### config.mk
export PLATFORM = sky130hd
export DESIGN_NAME = dual_cmp_timer
export DESIGN_NICKNAME = d
export VERILOG_FILES = /design/src/rtl/tmr2_pkg.sv /design/src/rtl/tmr2_prescaler.sv /design/src/rtl/tmr2_channel.sv /design/src/rtl/dual_cmp_timer.sv
export SDC_FILE = /design/constraint.sdc
export NUM_CORES = 1
export LEC_CHECK = 0
export ABC_AREA = 1
export BUFFER_PORTS_ARGS = -buffer_cell sky130_fd_sc_hd__buf_2
export CAP_MARGIN = 10
export CORE_MARGIN = 4
export CORE_UTILIZATION = 55
export CTS_CLUSTER_SIZE = 10
export DETAILED_ROUTE_END_ITERATION = 8
export HOLD_SLACK_MARGIN = 0.03
export PLACE_DENSITY = 0.73
export SYNTH_ARGS = -nofsm -noshare
export SYNTH_HDL_FRONTEND = slang
export SYNTH_HIERARCHICAL = 1
export SYNTH_SLANG_ARGS = --single-unit
### constraint.sdc
create_clock -name clk -period 3.1 [get_ports clk]
set_input_delay 0.465 -clock clk [delete_from_list [all_inputs] [get_ports clk]]
set_output_delay 0.465 -clock clk [all_outputs]
set_load 0.005 [all_outputs]
### src/rtl/tmr2_pkg.sv
package tmr2_pkg;

    // Channel run state
    typedef enum logic [0:0] {
        CH_HALT  = 1'b0,
        CH_COUNT = 1'b1
    } ch_state_t;

    localparam int unsigned CKS_W     = 2;            // clock select width
    localparam int unsigned NUM_TAPS  = 1 << CKS_W;   // selectable divisors
    localparam int unsigned BASE_LOG  = 3;            // smallest divisor = 8
    localparam int unsigned STEP_LOG  = 2;            // each code multiplies by 4
    localparam int unsigned IE_BIT    = 6;            // interrupt enable position
    localparam int unsigned ONE_BIT   = 7;            // always-one position
    localparam int unsigned REGS_PER_CH = 3;          // control, counter, compare

endpackage

### src/rtl/tmr2_prescaler.sv
module tmr2_prescaler
    import tmr2_pkg::*;
#(
    parameter int unsigned TAPS = NUM_TAPS,
    parameter int unsigned BLOG = BASE_LOG,
    parameter int unsigned SLOG = STEP_LOG
) (
    input  logic            clk,
    input  logic            rst_n,
    output logic [TAPS-1:0] tap
);
    localparam int unsigned PRE_W = BLOG + SLOG * (TAPS - 1);

    logic [PRE_W-1:0] pre_q;

    always_ff @(posedge clk or negedge rst_n) begin
        if (!rst_n) pre_q <= '0;
        else        pre_q <= pre_q + 1'b1;
    end

    // Each tap is high for the last cycle of its power-of-two period
    for (genvar k = 0; k < TAPS; k++) begin : g_tap
        localparam int unsigned L = BLOG + SLOG * k;
        assign tap[k] = &pre_q[L-1:0];
    end

    AST_TAP_SINGLE_CYCLE: assert property (@(posedge clk) disable iff (!rst_n)
        tap[0] |=> !tap[0]);

    AST_SLOW_TAP_NESTED: assert property (@(posedge clk) disable iff (!rst_n)
        tap[TAPS-1] |-> tap[0]);

endmodule

### src/rtl/tmr2_channel.sv
module tmr2_channel
    import tmr2_pkg::*;
#(
    parameter int unsigned CNT_W = 16,
    parameter int unsigned CS_W  = CKS_W
) (
    input  logic                 clk,
    input  logic                 rst_n,
    input  logic [(1<<CS_W)-1:0] tap,
    input  logic                 run_we,
    input  logic                 run_bit,
    input  logic                 ctl_we,
    input  logic                 cnt_we,
    input  logic                 cmp_we,
    input  logic [CNT_W-1:0]     wdata,
    output logic [CNT_W-1:0]     cnt_o,
    output logic [CNT_W-1:0]     cmp_o,
    output logic [CS_W-1:0]      cks_o,
    output logic                 ie_o,
    output logic                 running_o,
    output logic                 irq_o
);
    ch_state_t        state_q, state_d;
    logic [CNT_W-1:0] cnt_q, cnt_d, cmp_q;
    logic [CS_W-1:0]  cks_q;
    logic             ie_q, irq_q, irq_d;
    logic             tick, match;

    // State register
    always_ff @(posedge clk or negedge rst_n) begin
        if (!rst_n) state_q <= CH_HALT;
        else        state_q <= state_d;
    end

    // Next state: START and STOP transitions
    always_comb begin
        state_d = state_q;
        unique case (state_q)
            CH_HALT:  if (run_we && run_bit)  state_d = CH_COUNT;
            CH_COUNT: if (run_we && !run_bit) state_d = CH_HALT;
        endcase
    end

    // Outputs of the state: tick, counter next value, match pulse
    always_comb begin
        tick  = (state_q == CH_COUNT) && tap[cks_q];
        match = (cnt_q == cmp_q);
        cnt_d = cnt_q;
        irq_d = 1'b0;
        if (cnt_we) begin
            cnt_d = wdata;
        end else if (tick) begin
            if (match) begin
                cnt_d = '0;
                irq_d = ie_q;
            end else begin
                cnt_d = cnt_q + 1'b1;
            end
        end
    end

    always_ff @(posedge clk or negedge rst_n) begin
        if (!rst_n) begin
            cnt_q <= '0;
            cmp_q <= '1;
            cks_q <= '0;
            ie_q  <= 1'b0;
            irq_q <= 1'b0;
        end else begin
            cnt_q <= cnt_d;
            irq_q <= irq_d;
            if (cmp_we) cmp_q <= wdata;
            if (ctl_we) begin
                cks_q <= wdata[CS_W-1:0];
                ie_q  <= wdata[IE_BIT];
            end
        end
    end

    assign cnt_o     = cnt_q;
    assign cmp_o     = cmp_q;
    assign cks_o     = cks_q;
    assign ie_o      = ie_q;
    assign running_o = (state_q == CH_COUNT);
    assign irq_o     = irq_q;

    AST_HALT_HOLDS: assert property (@(posedge clk) disable iff (!rst_n)
        (state_q == CH_HALT && !cnt_we) |=> $stable(cnt_q));

    AST_NO_TICK_NO_MOVE: assert property (@(posedge clk) disable iff (!rst_n)
        (!tap[cks_q] && !cnt_we) |=> $stable(cnt_q));

    AST_WRAP_TO_ZERO: assert property (@(posedge clk) disable iff (!rst_n)
        (running_o && tap[cks_q] && cnt_q == cmp_q && !cnt_we) |=> (cnt_q == '0));

    AST_IRQ_ONE_CYCLE: assert property (@(posedge clk) disable iff (!rst_n)
        irq_o |=> !irq_o);

    AST_IRQ_NEEDS_IE: assert property (@(posedge clk) disable iff (!rst_n)
        irq_o |-> $past(ie_q));

    AST_LOAD_WINS: assert property (@(posedge clk) disable iff (!rst_n)
        cnt_we |=> (cnt_q == $past(wdata)));

endmodule

### src/rtl/dual_cmp_timer.sv
module dual_cmp_timer
    import tmr2_pkg::*;
#(
    parameter int unsigned NCH    = 2,
    parameter int unsigned DATA_W = 16,
    parameter int unsigned ADDR_W = 4
) (
    input  logic              clk,
    input  logic              rst_n,
    input  logic              bus_sel,
    input  logic              bus_we,
    input  logic [ADDR_W-1:0] bus_addr,
    input  logic [DATA_W-1:0] bus_wdata,
    output logic [DATA_W-1:0] rd_data,
    output logic [NCH-1:0]    irq
);
    localparam int unsigned IDX_W = ADDR_W - 1;

    logic [NUM_TAPS-1:0] tap;
    logic [IDX_W-1:0]    idx;
    logic                aligned, wr, rd;
    logic [DATA_W-1:0]   rd_next, rd_q;

    logic [DATA_W-1:0] cnt_a [NCH];
    logic [DATA_W-1:0] cmp_a [NCH];
    logic [CKS_W-1:0]  cks_a [NCH];
    logic [NCH-1:0]    ie_a, run_a;

    assign idx     = bus_addr[ADDR_W-1:1];
    assign aligned = !bus_addr[0];
    assign wr      = bus_sel && bus_we && aligned;
    assign rd      = bus_sel && !bus_we;

    tmr2_prescaler u_pre (
        .clk   (clk),
        .rst_n (rst_n),
        .tap   (tap)
    );

    for (genvar c = 0; c < NCH; c++) begin : g_ch
        localparam int unsigned BASE = 1 + REGS_PER_CH * c;
        tmr2_channel #(.CNT_W(DATA_W)) u_ch (
            .clk       (clk),
            .rst_n     (rst_n),
            .tap       (tap),
            .run_we    (wr && idx == '0),
            .run_bit   (bus_wdata[c]),
            .ctl_we    (wr && idx == IDX_W'(BASE)),
            .cnt_we    (wr && idx == IDX_W'(BASE + 1)),
            .cmp_we    (wr && idx == IDX_W'(BASE + 2)),
            .wdata     (bus_wdata),
            .cnt_o     (cnt_a[c]),
            .cmp_o     (cmp_a[c]),
            .cks_o     (cks_a[c]),
            .ie_o      (ie_a[c]),
            .running_o (run_a[c]),
            .irq_o     (irq[c])
        );
    end

    // Read decode
    always_comb begin
        rd_next = '1;
        if (aligned) begin
            if (idx == '0) begin
                rd_next = '0;
                rd_next[NCH-1:0] = run_a;
            end
            for (int c = 0; c < NCH; c++) begin
                if (idx == IDX_W'(1 + REGS_PER_CH * c)) begin
                    rd_next = '0;
                    rd_next[CKS_W-1:0] = cks_a[c];
                    rd_next[IE_BIT]    = ie_a[c];
                    rd_next[ONE_BIT]   = 1'b1;
                end
                if (idx == IDX_W'(2 + REGS_PER_CH * c)) rd_next = cnt_a[c];
                if (idx == IDX_W'(3 + REGS_PER_CH * c)) rd_next = cmp_a[c];
            end
        end
    end

    always_ff @(posedge clk or negedge rst_n) begin
        if (!rst_n)  rd_q <= '0;
        else if (rd) rd_q <= rd_next;
    end

    assign rd_data = rd_q;

    AST_CTL_BIT7_SET: assert property (@(posedge clk) disable iff (!rst_n)
        (rd && bus_addr == ADDR_W'(2)) |=> rd_data[ONE_BIT]);

    AST_UNMAPPED_ONES: assert property (@(posedge clk) disable iff (!rst_n)
        (rd && bus_addr[0]) |=> (rd_data == '1));

    AST_RD_HOLDS: assert property (@(posedge clk) disable iff (!rst_n)
        !rd |=> $stable(rd_data));

endmodule

Word level (Yosys, flattened, before mapping). Index checks and enable logic that the tools add are counted.

Bits in registers: 99. Bits in latches: 0. Bits in writable memories: 0. Bits in read-only memories: 0. Bits of input ports: 24. Output and inout port bits: 18. Logic and storage cells: 86. Memories: 0.

Add/sub/neg operators: 3. Multipliers: 0. Divide/modulo/power cells: 0. $lt $le $gt $ge: 2. Equal/unequal tests: 8. Shifts and indexed selects: 0. Muxes and demuxes: 30. Bitwise operators: 2. Reductions and logical operators: 27.

Operators by type and width (number): 2-to-1 mux 16 bit (14); adder 16 x 1 -> 16 bit, second input constant (2); equality test 16 bit (2); logical AND 1 bit (16); 2-to-1 mux 1 bit (12); adder 9 x 1 -> 9 bit, second input constant (1); equality test 3 bit, second input constant (3); AND reduction 9 bit (1); AND reduction 7 bit (1); equality test 3 x 2 -> 1 bit, second input constant (2); less-than comparator 2 x 3 -> 1 bit, second input constant (2); AND reduction 5 bit (1); binary-select mux 1 bit (select 2 bit) (2); zero test 1 bit (4); one-hot mux 1 bit (2 select lines) (2); nonzero test 2 bit (2); equality test 3 x 1 -> 1 bit, second input constant (1); zero test 3 bit (1); AND reduction 3 bit (1); NOT 1 bit (2).

Logic depth before layout (Yosys ltp).
Depth in word-level cells: 9. Mapped depth: 16. Gate-level depth less buffers: 15.

Cells and area by module. The synthesis kept the hierarchy.

By module, submodules not included: tmr2_channel (instances 2, cells each 324, area each 2314.7 sq um, seq. area each 945.9 sq um); dual_cmp_timer (instances 1, cells each 238, area each 1393.8 sq um, seq. area each 400.4 sq um); tmr2_prescaler (instances 1, cells each 44, area each 415.4 sq um, seq. area each 225.2 sq um).

Worst setup path before layout. No wires, ideal clock.

Kind: reg-to-reg. Start: register u_pre.pre_q[0]. End: register g_ch[0].u_ch.cnt_q[6]. Library setup time: 0.121 ns. Arrival: 1.713 ns. Required time: 2.979 ns. Setup slack: 1.265 ns. Stages on the path, launching flop included: 17. Path buffers: 1. Period minus slack after synthesis: 1.835 ns. Cells stage by stage: dfrtp_1 -> ha_1 -> nand3_2 -> nor2_2 -> nand2_2 -> nor2_2 -> ha_1 -> inv_1 -> nand2_1 -> nand3_1 -> nand2_1 -> nand2_4 -> nand2_2 -> buf_6 -> o21ai_1 -> inv_1 -> o21ai_2.

Longest elaborated chain between the ends: 5. Elaborated cells between the ends (all ways): 8. Those cells by class: mux (2); reduce/logical (6).

RTL lines: start: declaration (RTL line tmr2_prescaler.sv:14) `logic [PRE_W-1:0] pre_q;`; start signal: assignment (RTL line tmr2_prescaler.sv:18) `else pre_q <= pre_q + 1'b1;`; AND reduction 9 bit (RTL line tmr2_prescaler.sv:24) `assign tap[k] = &pre_q[L-1:0];`; named net tap[3] (RTL line dual_cmp_timer.sv:19) `logic [NUM_TAPS-1:0] tap;`; binary-select mux 1 bit (select 2 bit) (RTL line tmr2_channel.sv:46) `tick = (state_q == CH_COUNT) && tap[cks_q];`; 2-to-1 mux 1 bit (implied by the code) (RTL line tmr2_channel.sv:46); logical AND 1 bit (RTL line tmr2_channel.sv:46); nonzero test 2 bit (no source line); end signal: assignment (RTL line tmr2_channel.sv:70) `cnt_q <= cnt_d;`; end: declaration (RTL line tmr2_channel.sv:24) `logic [CNT_W-1:0] cnt_q, cnt_d, cmp_q;`.

The timed path passes the listed nets, and every way through them passes these cells. The select of a mux whose other input is x is not followed. A chain may end at the register's enable or synchronous reset.

Final worst setup path.
Start: register u_pre.pre_q[0]. End: register g_ch[1].u_ch.cnt_q[2].

Longest elaborated chain between the ends: 5. Elaborated cells between the ends (all ways): 8. Those cells by class: mux (2); reduce/logical (6).

RTL lines (RTL line): AND reduction 9 bit (tmr2_prescaler.sv:24); named net tap[3] (dual_cmp_timer.sv:19); binary-select mux 1 bit (select 2 bit) (tmr2_channel.sv:46); 2-to-1 mux 1 bit (implied by the code) (tmr2_channel.sv:46); logical AND 1 bit (tmr2_channel.sv:46); nonzero test 2 bit (no source line); end signal: assignment (tmr2_channel.sv:70); end: declaration (tmr2_channel.sv:24).

The timed path passes the listed nets, and every way through them passes these cells. The select of a mux whose other input is x is not followed.

==> key figures <==
Global routing
  • Largest net degree at the start of global routing: 50
  • Vias in the first global route: between 5000 and 6000
  • First-pass GRT wire length: about 28000 um
  • GR Overflow Total: 0
  • Initial antenna violation count: 0
  • Total track usage: 0.264
  • Busiest grt layer: met2
  • GR Util met3: 0.0451
  • Met2 usage: 0.430
  • Met1 capacity usage during global routing: 0.362

Logic synthesis
  • Synth Register Bits: 99
  • FFs w/ async S/R, synth: 1.00
  • Avg Cell Area, Syn: around 6.9 um^2
  • Post-synth EDFFs: 0
  • Mapped Area: 6440 um^2
  • Synth unique cells: 34
  • Mapped Cells: 930
  • Ys Warns: 6
  • Syn nets: 960
  • Seq/Total Area, Yosys: 0.391
  • Top_reg_cell synth: dfrtp_1

Die
  • Die width: approximately 120 um
  • Number of top-level pins: between 40 and 50
  • Die Y: roughly 120 um
  • Row cnt: 39
  • Starting density of the core: 0.564
  • Core Box Area: ~11000 um^2
  • Die footprint: about 14000 um^2

Timing
  • RSZ-0062 raised after global routing: false
  • Crit path time final: 2.19 ns
  • Total Negative Setup Slacks: 0 ns
  • Worst rel slew slack: 0.555
  • Hold_ws: between 0.1 and 0.15 ns
  • Worst Tran Pin Value: ~0.67 ns
  • Final period util: 0.707
  • Worst Slack Setup Final: ~0.91 ns
  • Slew Limit Fails: 0
  • Setup Viol. Count Final: 0
  • Max Fclk: 456 MHz
  • Final hold violations: 0
  • Skew final: between 0.009 and 0.01 ns

Clocking
  • H-Tree Depth: 3
  • CTS root buf: clkbuf_16
  • Count of hold buffers inserted by post-cts repair: 0
  • Setup bufs post-CTS: 0
  • Clock transition at the registers of the reported paths: ~0.070 ns
  • CTS Buffer Depth: 2
  • CTS tree: built
  • Num CTS Buffers: 9
  • Clk sinks: between 90 and 100
  • Worst-Skew Late Latency: between 0.3 and 0.4 ns
  • Cts repair resizes: 0

Critical path
  • CP startpoint kind: flop
  • Setup CP Type: flop to flop
  • CP arrival: 2.44 ns
  • CP Max Fanout: 15
  • Critical Path End Type: flop
  • Critical path startpoint: u_pre/pre_q[0]$_DFF_PN0_
  • CP required: approximately 3.4 ns
  • Worst flop-to-flop path endpoint: g_ch[1].u_ch/cnt_o[2]$_DFFE_PN0P_
  • Worst r2r src: u_pre/pre_q[0]$_DFF_PN0_
  • R2R cell count: 15
  • Flop2flop setup slack: between 0.9 and 1 ns

Power
  • VDD IR max: 0.000636 V
  • Final Power: 4.93 mW
  • Cell Pwr Density: approximately 700 nW/um^2
  • P_leak: around 3.4 nW

Placement
  • Placement Cell Area: approximately 6700 um^2
  • Port-buffer cells: between 40 and 50
  • Routability Congestion: 0.928
  • DP HPWL: 12600 um
  • Worst slack, placed: approximately 0.76 ns
  • Cells after DPL: 1100

Cells and area
  • # nets final: between 900 and 1000
  • Cell Count, Final, Fillers Out: between 1000 and 1500
  • Seq. cell area: roughly 2500 um^2
  • Area growth from synthesis to layout: 10.2%
  • Fillers: 1116
  • Diodes inserted: 0
  • Multi-input combinational cell area: ~3300 um^2
  • Post-Layout Inst Area: approximately 7000 um^2
  • Layout Utilization: 0.621
  • Layout cells sized above 1: 0.194

Outcome
  • Status: complete, no violations

Routing
  • Vias/cell: 5.29
  • Detail Route Antenna Nets: 0
  • Total number of vias: 5899
  • Residual DRC count: 0
  • Router iterations before antenna repair: 5
  • Initial DRC Count: ~430
  • Drt total wl: around 17000 um
  • Drt wl/cell: ~15 um

Flow run
  • Max Cap Violations: 0

Hold path
  • Hold Crit Class: input port to async pin
## cell type report
cell class / instances / area share
Sequential cell: 99 / 0.355
Clock inverter: 4 / 0.0138
Inverter: 139 / 0.0736
Tap cell: 143 / 0.0252
Clock buffer: 12 / 0.0348
Timing Repair Buffer: 50 / 0.0388
Multi-Input combinational cell: 669 / 0.459
## worst max-delay path, cell delays in order (launching register included)
cell and delay (ns):
dfrtp_1 0.36, ha_1 0.22, nand3_2 0.10, nor2_2 0.12, nand2_2 0.07, nor2_2 0.08, ha_1 0.18, inv_1 0.05
nand2_1 0.05, nand3_1 0.07, nand2_1 0.10, nand2_4 0.11, nand2_2 0.29, o21ai_0 0.16, inv_1 0.09, o21ai_2 0.05
## layout by cell type, fill, tap and decap left out, drive strengths merged
cell type and count:
ha 6, nand3b 3, nand2 360, inv 139, mux2 2, clkbuf 12
nand3 43, nor3b 2, nand4 14, dfrtp 67, nor2 91, or2 4
buf 50, o211ai 3, bufinv 3, clkinvlp 1, xnor2 1, xor2 14
a21oi 16, dfstp 32, nor3 5, nor4 1, o21ai 104
## cell families after synthesis
| family | count (synthesis) | share of synthesized area |
|---|---|---|
| xor gates and xnor gates | 15 | 0.0204 |
| AOI/OAI and AO/OA | 123 | 0.109 |
| and+or+nand+nor | 523 | 0.359 |
| buffers and inverters | 162 | 0.105 |
| muxes | 2 | 0.00350 |
| adders and majority gates | 6 | 0.0117 |
| DFF | 99 | 0.391 |
## cells in the mapped netlist, types with 5 or more instances
| cell type | instances | area (um^2) |
|---|---|---|
| a21oi_1 | 15 | 75.1 |
| buf_6 | 7 | 78.8 |
| clkbuf_1 | 10 | 37.5 |
| dfrtp_1 | 67 | 1680 |
| dfstp_2 | 32 | 841 |
| ha_1 | 6 | 75.1 |
| inv_1 | 120 | 450 |
| inv_2 | 19 | 71.3 |
| nand2_1 | 342 | 1280 |
| nand2_2 | 12 | 75.1 |
| nand3_1 | 42 | 210 |
| nand4_1 | 14 | 87.6 |
| nor2_1 | 68 | 255 |
| nor2_2 | 15 | 93.8 |
| nor2_4 | 6 | 67.6 |
| nor3_1 | 5 | 25.0 |
| o21ai_0 | 62 | 310 |
| o21ai_1 | 22 | 110 |
| o21ai_2 | 20 | 175 |
| xor2_1 | 14 | 123 |
## worst max-delay path by stage
stage | endpoint | slack, ns | cells past startpoint
4_1_cts | g_ch[1].u_ch/cnt_o[2]$_DFFE_PN0P_ | 0.90 | 15
5_1_grt | g_ch[1].u_ch/cnt_o[5]$_DFFE_PN0P_ | 0.67 | 15
6_report | g_ch[1].u_ch/cnt_o[2]$_DFFE_PN0P_ | 0.91 | 15
3_3_place_gp | g_ch[1].u_ch/cmp_o[0]$_DFFE_PN1P_ | 0.87 | 10
3_5_place_dp | g_ch[1].u_ch/cmp_o[0]$_DFFE_PN1P_ | 0.76 | 10
2_1_floorplan | g_ch[0].u_ch/cnt_o[6]$_DFFE_PN0P_ | 1.27 | 16
## power breakdown
group	internal (mW)	switching [mW]
Sequential	1.69	0.446
Combinational	0.557	0.919
Clock	0.812	0.505
Total	3.06	1.87
## state kept, by name, summed over array words and instances, names as in the netlist, named ones only
signal	count
u_pre/pre_q	9
g_ch.u_ch/cnt_o	32
g_ch.u_ch/irq_o	2
rd_data	16
g_ch.u_ch/cks_o	4
g_ch.u_ch/ie_o	2
g_ch.u_ch/cmp_o	32
## metal layers
metal | vias up | share of wire | wire length (um)
li1 | 2945 | - | -
met4 | 0 | 0.022 | 372
met1 | 2737 | 0.46 | 7650
met3 | 25 | 0.061 | 1030
met2 | 192 | 0.46 | 7740
met5 | - | 0 | 0
Power figures use the tool's default switching activity.
